[src/rtl/irqc_pkg.sv]
package irqc_pkg;
    localparam int NCAUSE     = 2;
    localparam int IDX_ERR_LO = 0;
    localparam int IDX_ERR_HI = 1;
    localparam int IDX_STATUS = 3;
    localparam int IDX_ENABLE = 5;
    localparam int IDX_CLEAR  = 7;

    typedef struct packed {
        logic [NCAUSE-1:0] cause;
        logic [NCAUSE-1:0] enable;
    } irqc_flags_t;
endpackage

[src/rtl/irqc_cause.sv]
module irqc_cause
    import irqc_pkg::*;
(
    input  logic              clk,
    input  logic              rst_n,
    input  logic [NCAUSE-1:0] evt,
    input  logic [NCAUSE-1:0] side_clr,
    input  logic              set_en_wr,
    input  logic              clr_wr,
    input  logic [NCAUSE-1:0] wmask,
    output logic [NCAUSE-1:0] cause_q,
    output logic [NCAUSE-1:0] enable_q
);
    irqc_flags_t st_d, st_q;
    logic [NCAUSE-1:0] clr_mask;

    always_comb begin
        st_d     = st_q;
        clr_mask = clr_wr ? wmask : '0;
        if (set_en_wr) st_d.enable = st_q.enable | wmask;
        st_d.cause = evt | (st_q.cause & ~clr_mask & ~side_clr);
    end

    always_ff @(posedge clk or negedge rst_n) begin
        if (!rst_n) st_q <= '0;
        else        st_q <= st_d;
    end

    assign cause_q  = st_q.cause;
    assign enable_q = st_q.enable;

    assert_dev_sets_R2: assert property (@(posedge clk) disable iff (!rst_n)
        evt[0] |=> cause_q[0]);
    assert_err_sets_R2: assert property (@(posedge clk) disable iff (!rst_n)
        evt[1] |=> cause_q[1]);
    assert_enable_sticky_R3: assert property (@(posedge clk) disable iff (!rst_n)
        enable_q[0] |=> enable_q[0]);
    assert_clear_bit0_R4: assert property (@(posedge clk) disable iff (!rst_n)
        (clr_wr && wmask[0] && !evt[0]) |=> !cause_q[0]);
    assert_event_wins_R5: assert property (@(posedge clk) disable iff (!rst_n)
        (clr_wr && wmask[1] && evt[1]) |=> cause_q[1]);
    assert_side_clear_R6: assert property (@(posedge clk) disable iff (!rst_n)
        (side_clr[0] && !evt[0]) |=> !cause_q[0]);
endmodule

[src/rtl/irqc_errcap.sv]
module irqc_errcap #(
    parameter int ERR_W = 64
) (
    input  logic             clk,
    input  logic             rst_n,
    input  logic             capture,
    input  logic [ERR_W-1:0] addr_in,
    output logic [ERR_W-1:0] addr_q
);
    typedef struct packed {
        logic [ERR_W-1:0] addr;
    } cap_t;

    cap_t cap_d, cap_q;

    always_comb begin
        cap_d = cap_q;
        if (capture) cap_d.addr = addr_in;
    end

    always_ff @(posedge clk or negedge rst_n) begin
        if (!rst_n) cap_q <= '0;
        else        cap_q <= cap_d;
    end

    assign addr_q = cap_q.addr;
endmodule

[src/rtl/irqc_rdmux.sv]
module irqc_rdmux
    import irqc_pkg::*;
#(
    parameter int DATA_W = 32,
    parameter int ADDR_W = 3,
    parameter int ERR_W  = 64
) (
    input  logic [ADDR_W-1:0] addr,
    input  logic [NCAUSE-1:0] cause,
    input  logic [NCAUSE-1:0] enable,
    input  logic [ERR_W-1:0]  err_addr,
    output logic [DATA_W-1:0] rdata
);
    localparam int NWORDS = (ERR_W + DATA_W - 1) / DATA_W;
    localparam int PAD_W  = NWORDS * DATA_W;

    logic [PAD_W-1:0] err_pad;
    logic [DATA_W-1:0] err_word [NWORDS];

    assign err_pad = PAD_W'(err_addr);

    for (genvar w = 0; w < NWORDS; w++) begin : g_word
        assign err_word[w] = err_pad[w*DATA_W +: DATA_W];
    end

    always_comb begin
        rdata = '0;
        if (addr == ADDR_W'(IDX_ERR_LO))      rdata = err_word[0];
        else if (addr == ADDR_W'(IDX_ERR_HI)) rdata = err_word[NWORDS-1];
        else if (addr == ADDR_W'(IDX_STATUS)) rdata = DATA_W'(cause);
        else if (addr == ADDR_W'(IDX_ENABLE)) rdata = DATA_W'(enable);
    end
endmodule

[src/rtl/irq_cause_ctrl.sv]
module irq_cause_ctrl
    import irqc_pkg::*;
#(
    parameter int DATA_W = 32,
    parameter int ADDR_W = 3,
    parameter int ERR_W  = 64
) (
    input  logic              clk,
    input  logic              rst_n,
    input  logic              reg_wr,
    input  logic [ADDR_W-1:0] reg_addr,
    input  logic [DATA_W-1:0] reg_wdata,
    output logic [DATA_W-1:0] reg_rdata,
    input  logic              dev_evt,
    input  logic              mem_err_evt,
    input  logic [ERR_W-1:0]  mem_err_addr,
    input  logic              stat_rd,
    output logic              irq_out
);
    logic [NCAUSE-1:0] cause_q, enable_q;
    logic [ERR_W-1:0]  err_addr_q;
    logic              wr_set, wr_clr, first_err;

    assign wr_set    = reg_wr && (reg_addr == ADDR_W'(IDX_ENABLE));
    assign wr_clr    = reg_wr && (reg_addr == ADDR_W'(IDX_CLEAR));
    assign first_err = mem_err_evt && !cause_q[1];

    irqc_cause u_cause (
        .clk       (clk),
        .rst_n     (rst_n),
        .evt       ({mem_err_evt, dev_evt}),
        .side_clr  ({1'b0, stat_rd}),
        .set_en_wr (wr_set),
        .clr_wr    (wr_clr),
        .wmask     (reg_wdata[NCAUSE-1:0]),
        .cause_q   (cause_q),
        .enable_q  (enable_q)
    );

    irqc_errcap #(.ERR_W(ERR_W)) u_errcap (
        .clk     (clk),
        .rst_n   (rst_n),
        .capture (first_err),
        .addr_in (mem_err_addr),
        .addr_q  (err_addr_q)
    );

    irqc_rdmux #(.DATA_W(DATA_W), .ADDR_W(ADDR_W), .ERR_W(ERR_W)) u_rdmux (
        .addr     (reg_addr),
        .cause    (cause_q),
        .enable   (enable_q),
        .err_addr (err_addr_q),
        .rdata    (reg_rdata)
    );

    assign irq_out = |(cause_q & enable_q);

    assert_addr_capture_R7: assert property (@(posedge clk) disable iff (!rst_n)
        $rose(cause_q[1]) |-> (err_addr_q == $past(mem_err_addr)));
    assert_addr_hold_R8: assert property (@(posedge clk) disable iff (!rst_n)
        cause_q[1] |=> $stable(err_addr_q));
    assert_irq_held_R9: assert property (@(posedge clk) disable iff (!rst_n)
        (irq_out && !wr_clr && !stat_rd) |=> irq_out);
    assert_side_keeps_err_R6: assert property (@(posedge clk) disable iff (!rst_n)
        (cause_q[1] && !wr_clr) |=> cause_q[1]);
endmodule

[config.mk]
export PLATFORM = sky130hd
export DESIGN_NAME = irq_cause_ctrl
export DESIGN_NICKNAME = d
export VERILOG_FILES = /design/src/rtl/irqc_pkg.sv /design/src/rtl/irqc_cause.sv /design/src/rtl/irqc_errcap.sv /design/src/rtl/irqc_rdmux.sv /design/src/rtl/irq_cause_ctrl.sv
export SDC_FILE = /design/constraint.sdc
export NUM_CORES = 1
export LEC_CHECK = 0
export BUFFER_PORTS_ARGS = -buffer_cell sky130_fd_sc_hd__buf_2
export CAP_MARGIN = 5
export CORE_UTILIZATION = 47
export CTS_CLUSTER_DIAMETER = 150
export DETAILED_ROUTE_END_ITERATION = 8
export PLACE_DENSITY_LB_ADDON = 0.1
export SLEW_MARGIN = 20
export SYNTH_ARGS = -nofsm -noshare
export SYNTH_HDL_FRONTEND = slang
export SYNTH_HIERARCHICAL = 1
export SYNTH_SLANG_ARGS = --single-unit
export TNS_END_PERCENT = 20
[constraint.sdc]
create_clock -name clk -period 2.3 [get_ports clk]
set_input_delay 0 -clock clk [delete_from_list [all_inputs] [get_ports clk]]
set_output_delay 0 -clock clk [all_outputs]
set_load 0.01 [all_outputs]
# --- Word-level counts from Yosys, hierarchy flattened ---
# Cells that the tools add are included.
word_totals:
  register_bits: 68
  input_bits: 105
  output_inout_bits: 33
  word_cells: 25
classes:
  eq_ne: 4
  muxes: 5
  bitwise_logic: 7
  reduce_logical: 6
op_table:
  columns: ["cell", "count"]
  rows:
  - ["2-to-1 mux 32 bit", 3]
  - ["AND 2 bit", 3]
  - ["== test 3 bit, second input constant", 2]
  - ["2-to-1 mux 2 bit", 2]
  - ["OR 2 bit", 2]
  - ["== test 3 x 1 -> 1 bit, second input constant", 1]
  - ["== test 3 x 2 -> 1 bit, second input constant", 1]
  - ["logical AND 1 bit", 3]
  - ["logical NOT 3 bit", 1]
  - ["NOT 1 -> 2 bit", 1]
  - ["NOT 2 bit", 1]
  - ["OR reduction 2 bit", 1]
  - ["logical NOT 1 bit", 1]

# --- Longest topological paths before layout ---
# Gate-level depths: netlist of the first run.
depth:
  ltp_word: 7
  mapped_depth: 4
  ltp_nobuf: 3

# --- Hierarchy ---
# The synthesis of the first run kept the hierarchy.
by_module_without_submodules:
  columns: ["module", "n_inst", "cells_per_inst", "area_each_um2", "seq_area_each_um2"]
  rows:
  - ["irqc_errcap", 1, 135, 2678.8, 1601.5]
  - ["irqc_rdmux", 1, 48, 400.4, 0.0]
  - ["irqc_cause", 1, 12, 150.1, 100.1]
  - ["irq_cause_ctrl", 1, 5, 38.8, 0.0]

# --- Least setup slack after synthesis of the first run ---
# Ideal clock, no wire load.
synth_path:
  path_type: "register -> register"
  start: "register u_cause.st_q, in the netlist u_cause/cause_q[1]"
  end: "register u_errcap.cap_q, in the netlist u_errcap/addr_q[10]"
  setup_ns: 0.125
  arrival_ns: 1.154
  required_ns: 2.175
  path_slack_ns: 1.021
  stages_incl_launch_ff: 5
  path_buffers: 2
  synth_period_minus_slack_ns: 1.279
  path_cell_list: "dfrtp_1 > nor2b_1 > buf_6 > buf_12 > mux2_4"
synth_via:
  elab_chain_len: 2
synth_rtl:
  columns: ["item", "line_no", "source"]
  rows:
  - ["from (decl)", "irqc_cause.sv:14", "irqc_flags_t st_d, st_q;"]
  - ["from (signal assigned)", "irqc_cause.sv:26", "else st_q <= st_d;"]
  - ["logical NOT 1 bit", "irq_cause_ctrl.sv:26", "assign first_err = mem_err_evt && !cause_q[1];"]
  - ["logical AND 1 bit", "irq_cause_ctrl.sv:26", null]
  - ["net first_err", "irq_cause_ctrl.sv:22", "logic wr_set, wr_clr, first_err;"]
  - ["to (signal assigned)", "irqc_errcap.sv:23", "else cap_q <= cap_d;"]
  - ["to (decl)", "irqc_errcap.sv:14", "cap_t cap_d, cap_q;"]
# The timed path passes the listed nets, and every way through them passes these cells.
# A chain may end at the register's enable or synchronous reset.

# --- Final worst setup path of the first run ---
# Same ends and word-level chain as after synthesis.

==> metrics.md, run 1 <==
| Metric | Value |
|---|---|
| Die area | `7290 µm²` |
| Final period util | `0.687` |
| Crit-path cells | `nor2b_4, buf_4, mux2_4` |
| Yosys cell types | `23` |
| Max-cap viol count | `0` |
| GRT Overall Usage | `0.209` |
| Vias in the first global route | `2512` |
| Slowest CP cell | `buf_4` |
| Largest net degree at the start of global routing | `35` |
| Max clock buf depth | `2` |
| Setup WS post-layout | `719 ps` |
| Failing checks | `DRC` |
| Hpwl dp | `4460 µm` |
| I/O pin count | `138` |
| Peak VDD IR | `0.405 mV` |
| Synth warn | `6` |
| Unrepaired setup endpoints after global routing | `no` |
| Input/output buffers | `107` |
| Synth cell count leaders | `68 x dfrtp_1, 60 x mux2_4, 31 x a22o_1, 6 x buf_12` |
| DRC Markers | `2` |
| Cell Area, Synth | `3270 µm²` |
| DR vias | `2318` |
| Hold Crit Class | `in2reg` |
| First-pass GRT wire length | `11800 µm` |
| Drt total wl | `7150 µm` |
| Placer congestion estimate | `0.754` |
| Final ANT Viol Nets | `0` |
| Critical Path Sink Type | `flip-flop` |
| Drt pass-1 iters | `6` |
| Root buffer selected by CTS | `clkbuf_8` |
| CTS tree | `done` |
| Number of synthesized flops with an enable pin | `0` |
| Standard-cell rows | `30` |
| CTS Sinks | `68` |
| PD cells | `718 nW/µm²` |
| Fill cells | `488` |
| Syn_area_per_cell | `16.3 µm²` |
| Initial Utilization | `0.484` |
| Max Fclk | `0.633 GHz` |
| Share of cells above drive strength 1 | `0.517` |
| Critical Path AT | `1790 ps` |
| Final setup fails | `0` |
| Ant diodes | `0` |
| Setup CP Type | `reg2reg` |
| Count leader, synth | `dfrtp_1` |
| Final core utilization | `0.700` |
| TritonCTS buffer count | `9` |
| WL per Instance | `15.3 µm` |
| Setup repair bufs after CTS | `0` |
| Total nets after synthesis | `305` |
| Req. time, crit path | `2510 ps` |
| Top cells by area, synth | `dfrtp_1 52%, mux2_4 28%, a22o_1 8.3%, buf_12 3.7%, buf_6 1.4%` |
| Skew final | `4.79 ps` |
| Max-slew violations | `0` |
| Chip Width | `85.4 µm` |
| Cells after synthesis | `200` |
| Min Tclk post-route | `1580 ps` |
| Area grow syn2layout | `44.6%` |
| Via density | `4.96` |
| Initial antenna violation count | `0` |
| Layout net count | `487` |
| Height of the die | `85.4 µm` |
| Async set-reset flop share out of synthesis | `1.00` |
| Leak pwr | `2.32 nW` |
| Synth Register Bits | `68` |
| DRT iter0 DRCs | `66` |
| Clock-pin slew on the worst setup and hold paths | `70 ps` |
| Htree depth | `3` |
| Fin. Hold Viols | `0` |
| Synth Flop Type | `dfrtp_1` |
| Gr ovfl total | `0` |
| Critical path peak fanout | `30` |
| Setup TNS | `0 ps` |
| Seq/Total Area, Yosys | `0.521` |
| Placeable Area | `6760 µm²` |
| Slew headroom | `0.560` |
| Place WS | `730 ps` |
| CP peak stage delay | `480 ps` |
| Clk_lat worst skew | `320 ps` |
| Largest area contributor in the netlist | `dfrtp_1` |
| Post-synth top area share | `0.521` |
| Worst Tran Pin Value | `659 ps` |
| Setup crit start kind | `flip-flop` |
| Outcome | `complete, but fails checks` |
[per-stage QoR]
stage	instance area (µm²)	cells	hold WS [ps]	total power (W)
floorplan	3270	200	-296	0.00202
global placement	3800	381	67.9	0.00220
detailed placement	3800	381	70.9	0.00222
CTS	4730	467	97.7	0.00342
global route	4730	467	109	0.00355
finish	4730	467	109	0.00339
[worst max-delay path: cells and delay by family, from the launching register on]
| kind | cells | cell delay (ps) |
|---|---|---|
| simple gates | 1 | 160 |
| buf+inv | 1 | 480 |
| mux | 1 | 350 |
| flops | 1 | 440 |
[path summary, 6_finish.rpt]
kind / start / end / slack (ps) / cells after the start
worst max-delay path: u_cause/cause_q[1]$_DFF_PN0_ / u_errcap/addr_q[10]$_DFFE_PN0P_ / 720 / 3
worst min-delay path: reg_wr / u_cause/enable_q[1]$_DFFE_PN0P_ / 110 / 3
worst max register to register: u_cause/cause_q[1]$_DFF_PN0_ / u_errcap/addr_q[10]$_DFFE_PN0P_ / 720 / 3
worst min register to register: u_cause/enable_q[1]$_DFFE_PN0P_ / u_cause/enable_q[1]$_DFFE_PN0P_ / 500 / 1
max in group asynchronous: rst_n / u_errcap/addr_q[55]$_DFFE_PN0P_ / 1310 / 3
min in group asynchronous: rst_n / u_errcap/addr_q[9]$_DFFE_PN0P_ / 230 / 2
[per-layer routing]
layer | track usage | wire length [µm] | up-vias
li1 | - | - | 1105
met1 | 0.256 | 3110 | 1141
met2 | 0.370 | 3650 | 64
met3 | 0.0428 | 314 | 8
met4 | 0.0712 | 73 | 0
met5 | 0 | 0 | -
[power by group]
group / switching [W] / internal [W] / total (W) / leakage, nW
clock: 0.000455 / 0.000645 / 0.00110 / 0.106
sequential: 0.000132 / 0.00142 / 0.00155 / 0.793
combinational: 0.000235 / 0.000506 / 0.000741 / 1.42
[cell type report]
type | instances | area, µm² | area share
Clock buffer | 11 | 141 | 0.0299
Clock inverter | 5 | 83.8 | 0.0177
Inverter | 2 | 7.51 | 0.00159
Multi-Input combinational cell | 117 | 1390 | 0.294
Sequential cell | 68 | 1700 | 0.360
Tap cell | 80 | 100 | 0.0212
Timing Repair Buffer | 184 | 1300 | 0.275
[kinds of logic after synthesis]
kind of cell,share of synthesized area
other cells,0.00115
simple gates,0.0230
flops,0.521
buf+inv,0.0574
compound gates,0.101
mux,0.296
[repair_timing]
item / in CTS / in global routing
gates resized for setup: 0 / 0
endpoints found under the hold margin: 95 / 0
hold buffers: 70 / 0
[cells in the final DEF, fill, tap and decap left out, drive strengths merged, types with 2 or more instances in the layout]
| cell | instances |
|---|---|
| inv | 3 |
| a31o | 2 |
| clkbuf | 11 |
| buf | 114 |
| nand2 | 2 |
| a22oi | 2 |
| dlygate4sd3 | 70 |
| nand3 | 2 |
| a21o | 2 |
| nor2b | 3 |
| clkinvlp | 2 |
| dfrtp | 68 |
| a22o | 31 |
| mux2 | 66 |
| o21ai | 2 |
| bufinv | 2 |
[flip-flops by register name, indices dropped and copies added (netlist names)]
register,flops
u_cause/cause_q,2
u_cause/enable_q,2
u_errcap/addr_q,64
(Power assumes the default switching activity.)
==> inputs of run 2 (changes only) <==
==> constraint.sdc (replaced) <==
create_clock -name clk -period 1.55 [get_ports clk]
set_input_delay 0 -clock clk [delete_from_list [all_inputs] [get_ports clk]]
set_output_delay 0 -clock clk [all_outputs]
set_load 0.01 [all_outputs]
==> run 2 against run 1 <==
  * The flow now finishes without violations
  * Utilization fell by 0.20 points
  * Clock skew up 8.6 ps
  * Combinational power is 51% higher
  * Die area unchanged
  * Clock-buffer cell count is the same
  * Global-route usage increased by 1.0 points
  * Cell count grew 0.21%
  * Critical path depth up 1
  * Routed wire length is 3.5% higher
  * Sequential cell count is the same
  * Via count rose by 1.5%
  * Critical path type is now reg2out
  * Critical endpoint is now reg_rdata[1]
  * Largest power group unchanged
==> metrics.md, run 2 (same netlist as run 1, synthesis figures left out) <==
| Metric | Value |
|---|---|
| Max-slew violations | `0` |
| WL per Instance | `15.8 µm` |
| Initial Utilization | `0.484` |
| Placer congestion estimate | `0.781` |
| Logic pwr share | `0.242` |
| Share of cells above drive strength 1 | `0.518` |
| Layout net count | `490` |
| Critical Path Sink Type | `output port` |
| Setup CP Type | `reg2out` |
| Die area | `7290 µm²` |
| Skew final | `13.4 ps` |
| Leak pwr | `2.32 nW` |
| Clk pwr share | `0.259` |
| Cell area after layout | `4710 µm²` |
| First-pass GRT wire length | `12100 µm` |
| Fin. Hold Viols | `0` |
| Clk_lat worst skew | `340 ps` |
| Final period util | `0.937` |
| Req. time, crit path | `1550 ps` |
| Gr ovfl total | `0` |
| Setup repair bufs after CTS | `0` |
| DR vias | `2353` |
| Area post-placement | `3840 µm²` |
| Via density | `5.03` |
| HP Start | `reg_wr` |
| Ant diodes | `0` |
| Htree depth | `3` |
| Placeable Area | `6760 µm²` |
| Chip Width | `85.4 µm` |
| Setup crit start | `u_cause/cause_q[1]$_DFF_PN0_` |
| DRT iter0 DRCs | `69` |
| Worst r2r src | `u_cause/cause_q[1]$_DFF_PN0_` |
| Critical path peak fanout | `4` |
| GRT Overall Usage | `0.220` |
| Height of the die | `85.4 µm` |
| Net Switching | `0.00116 W` |
| Initial antenna violation count | `0` |
| Input/output buffers | `107` |
| Hold Crit Class | `in2reg` |
| Setup crit start kind | `flip-flop` |
| Internal power | `0.00347 W` |
| Clock-pin slew on the worst setup and hold paths | `70 ps` |
| Unrepaired setup endpoints after global routing | `no` |
| Place WS | `159 ps` |
| Commonest non-fill, non-tap cell in the layout | `buf_2` |
| Final ANT Viol Nets | `0` |
| Max reg flops | `64` |
| Critical Path AT | `1450 ps` |
| Non-Filler Instances | `468` |
| Area grow syn2layout | `44.2%` |
| Max clock buf depth | `2` |
| I/O pin count | `138` |
| Peak VDD IR | `0.653 mV` |
| Switch share | `0.250` |
| Drt total wl | `7400 µm` |
| Root buffer selected by CTS | `clkbuf_8` |
| DRC Markers | `0` |
| Setup WS post-layout | `97.9 ps` |
| Largest net degree at the start of global routing | `69` |
| Flop pwr share | `0.499` |
| Most frequent cells in the layout | `107 x buf_2, 71 x dlygate4sd3_1, 68 x dfrtp_1` |
| CTS tree | `done` |
| Final setup fails | `0` |
| Min Tclk post-route | `1450 ps` |
| Max-cap viol count | `0` |
| TritonCTS buffer count | `9` |
| Vias in the first global route | `2550` |
| PD cells | `983 nW/µm²` |
| Setup TNS | `0 ps` |
| CTS Sinks | `68` |
| Total power | `0.00463 W` |
| Outcome | `finished, final reports clean` |
| Hpwl dp | `4420 µm` |
| Standard-cell rows | `30` |
| Max Fclk | `0.689 GHz` |
| Placed Cells incl. Taps | `383` |
| Drt pass-1 iters | `6` |
run 2: cell types whose count changed in the layout (fill, tap and decap cells not counted), sizes merged:
cell and change:
clkinv +3, dlygate4sd3 +1, inv -1, buf +2, bufinv -2, clkinvlp -2
run 2: stage by stage:
stage,util,hold slack [ps]
6_report,0.698,112
5_1_grt,0.698,108
4_1_cts,0.697,93.8
3_5_place_dp,0.569,49.2
3_3_place_gp,0.569,52.9
2_1_floorplan,-,-296
run 2: worst paths after layout:
kind	end	slack, ps	depth (start not counted)
setup / recovery	reg_rdata[1]	100	4
hold / removal	u_cause/enable_q[0]$_DFFE_PN0P_	110	3
setup reg to reg	u_errcap/addr_q[1]$_DFFE_PN0P_	140	3
hold reg to reg	u_cause/enable_q[0]$_DFFE_PN0P_	510	1
max in group asynchronous	u_errcap/addr_q[48]$_DFFE_PN0P_	1040	3
min in group asynchronous	u_errcap/addr_q[38]$_DFFE_PN0P_	210	3
run 2: what timing repair did:
item	CTS	global route
resized for setup	0	1
endpoints found under the hold margin	136	0
hold buffers	71	0
setup endpoints to repair	0	1
run 2: power groups by stage:
stage | logic [W] | clock network (W) | registers (W)
6_report | 0.00112 | 0.00120 | 0.00231
5_1_grt | 0.00120 | 0.00133 | 0.00236
4_1_cts | 0.00112 | 0.00125 | 0.00231
3_5_place_dp | 0.000974 | 0 | 0.00233
3_3_place_gp | 0.000953 | 0 | 0.00232
2_1_floorplan | 0.000724 | 0 | 0.00227
run 2: metal layers:
| layer | global-route usage | vias to the layer above | part of all wire |
|---|---|---|---|
| li1 | - | 1106 | - |
| met1 | 0.257 | 1170 | 0.42 |
| met4 | 0.0606 | 0 | 0.010 |
| met5 | 0 | - | 0 |
| met2 | 0.394 | 70 | 0.53 |
| met3 | 0.0661 | 7 | 0.041 |
run 2: final cells by class:
| type | count | area, µm² |
|---|---|---|
| multi-input combinational | 117 | 1400 |
| clock inverter | 3 | 15.0 |
| fill | 516 | 2040 |
| tap | 80 | 100 |
| sequential | 68 | 1700 |
| inverter | 2 | 7.51 |
| timing repair buffer | 187 | 1350 |
| clock buffer | 11 | 141 |
run 2: worst max-delay path, cell delays in order, from the launching register on:
cell	delay, ps
dfrtp_1	440
mux2_1	330
a22oi_2	130
o21ai_1	80
buf_2	140
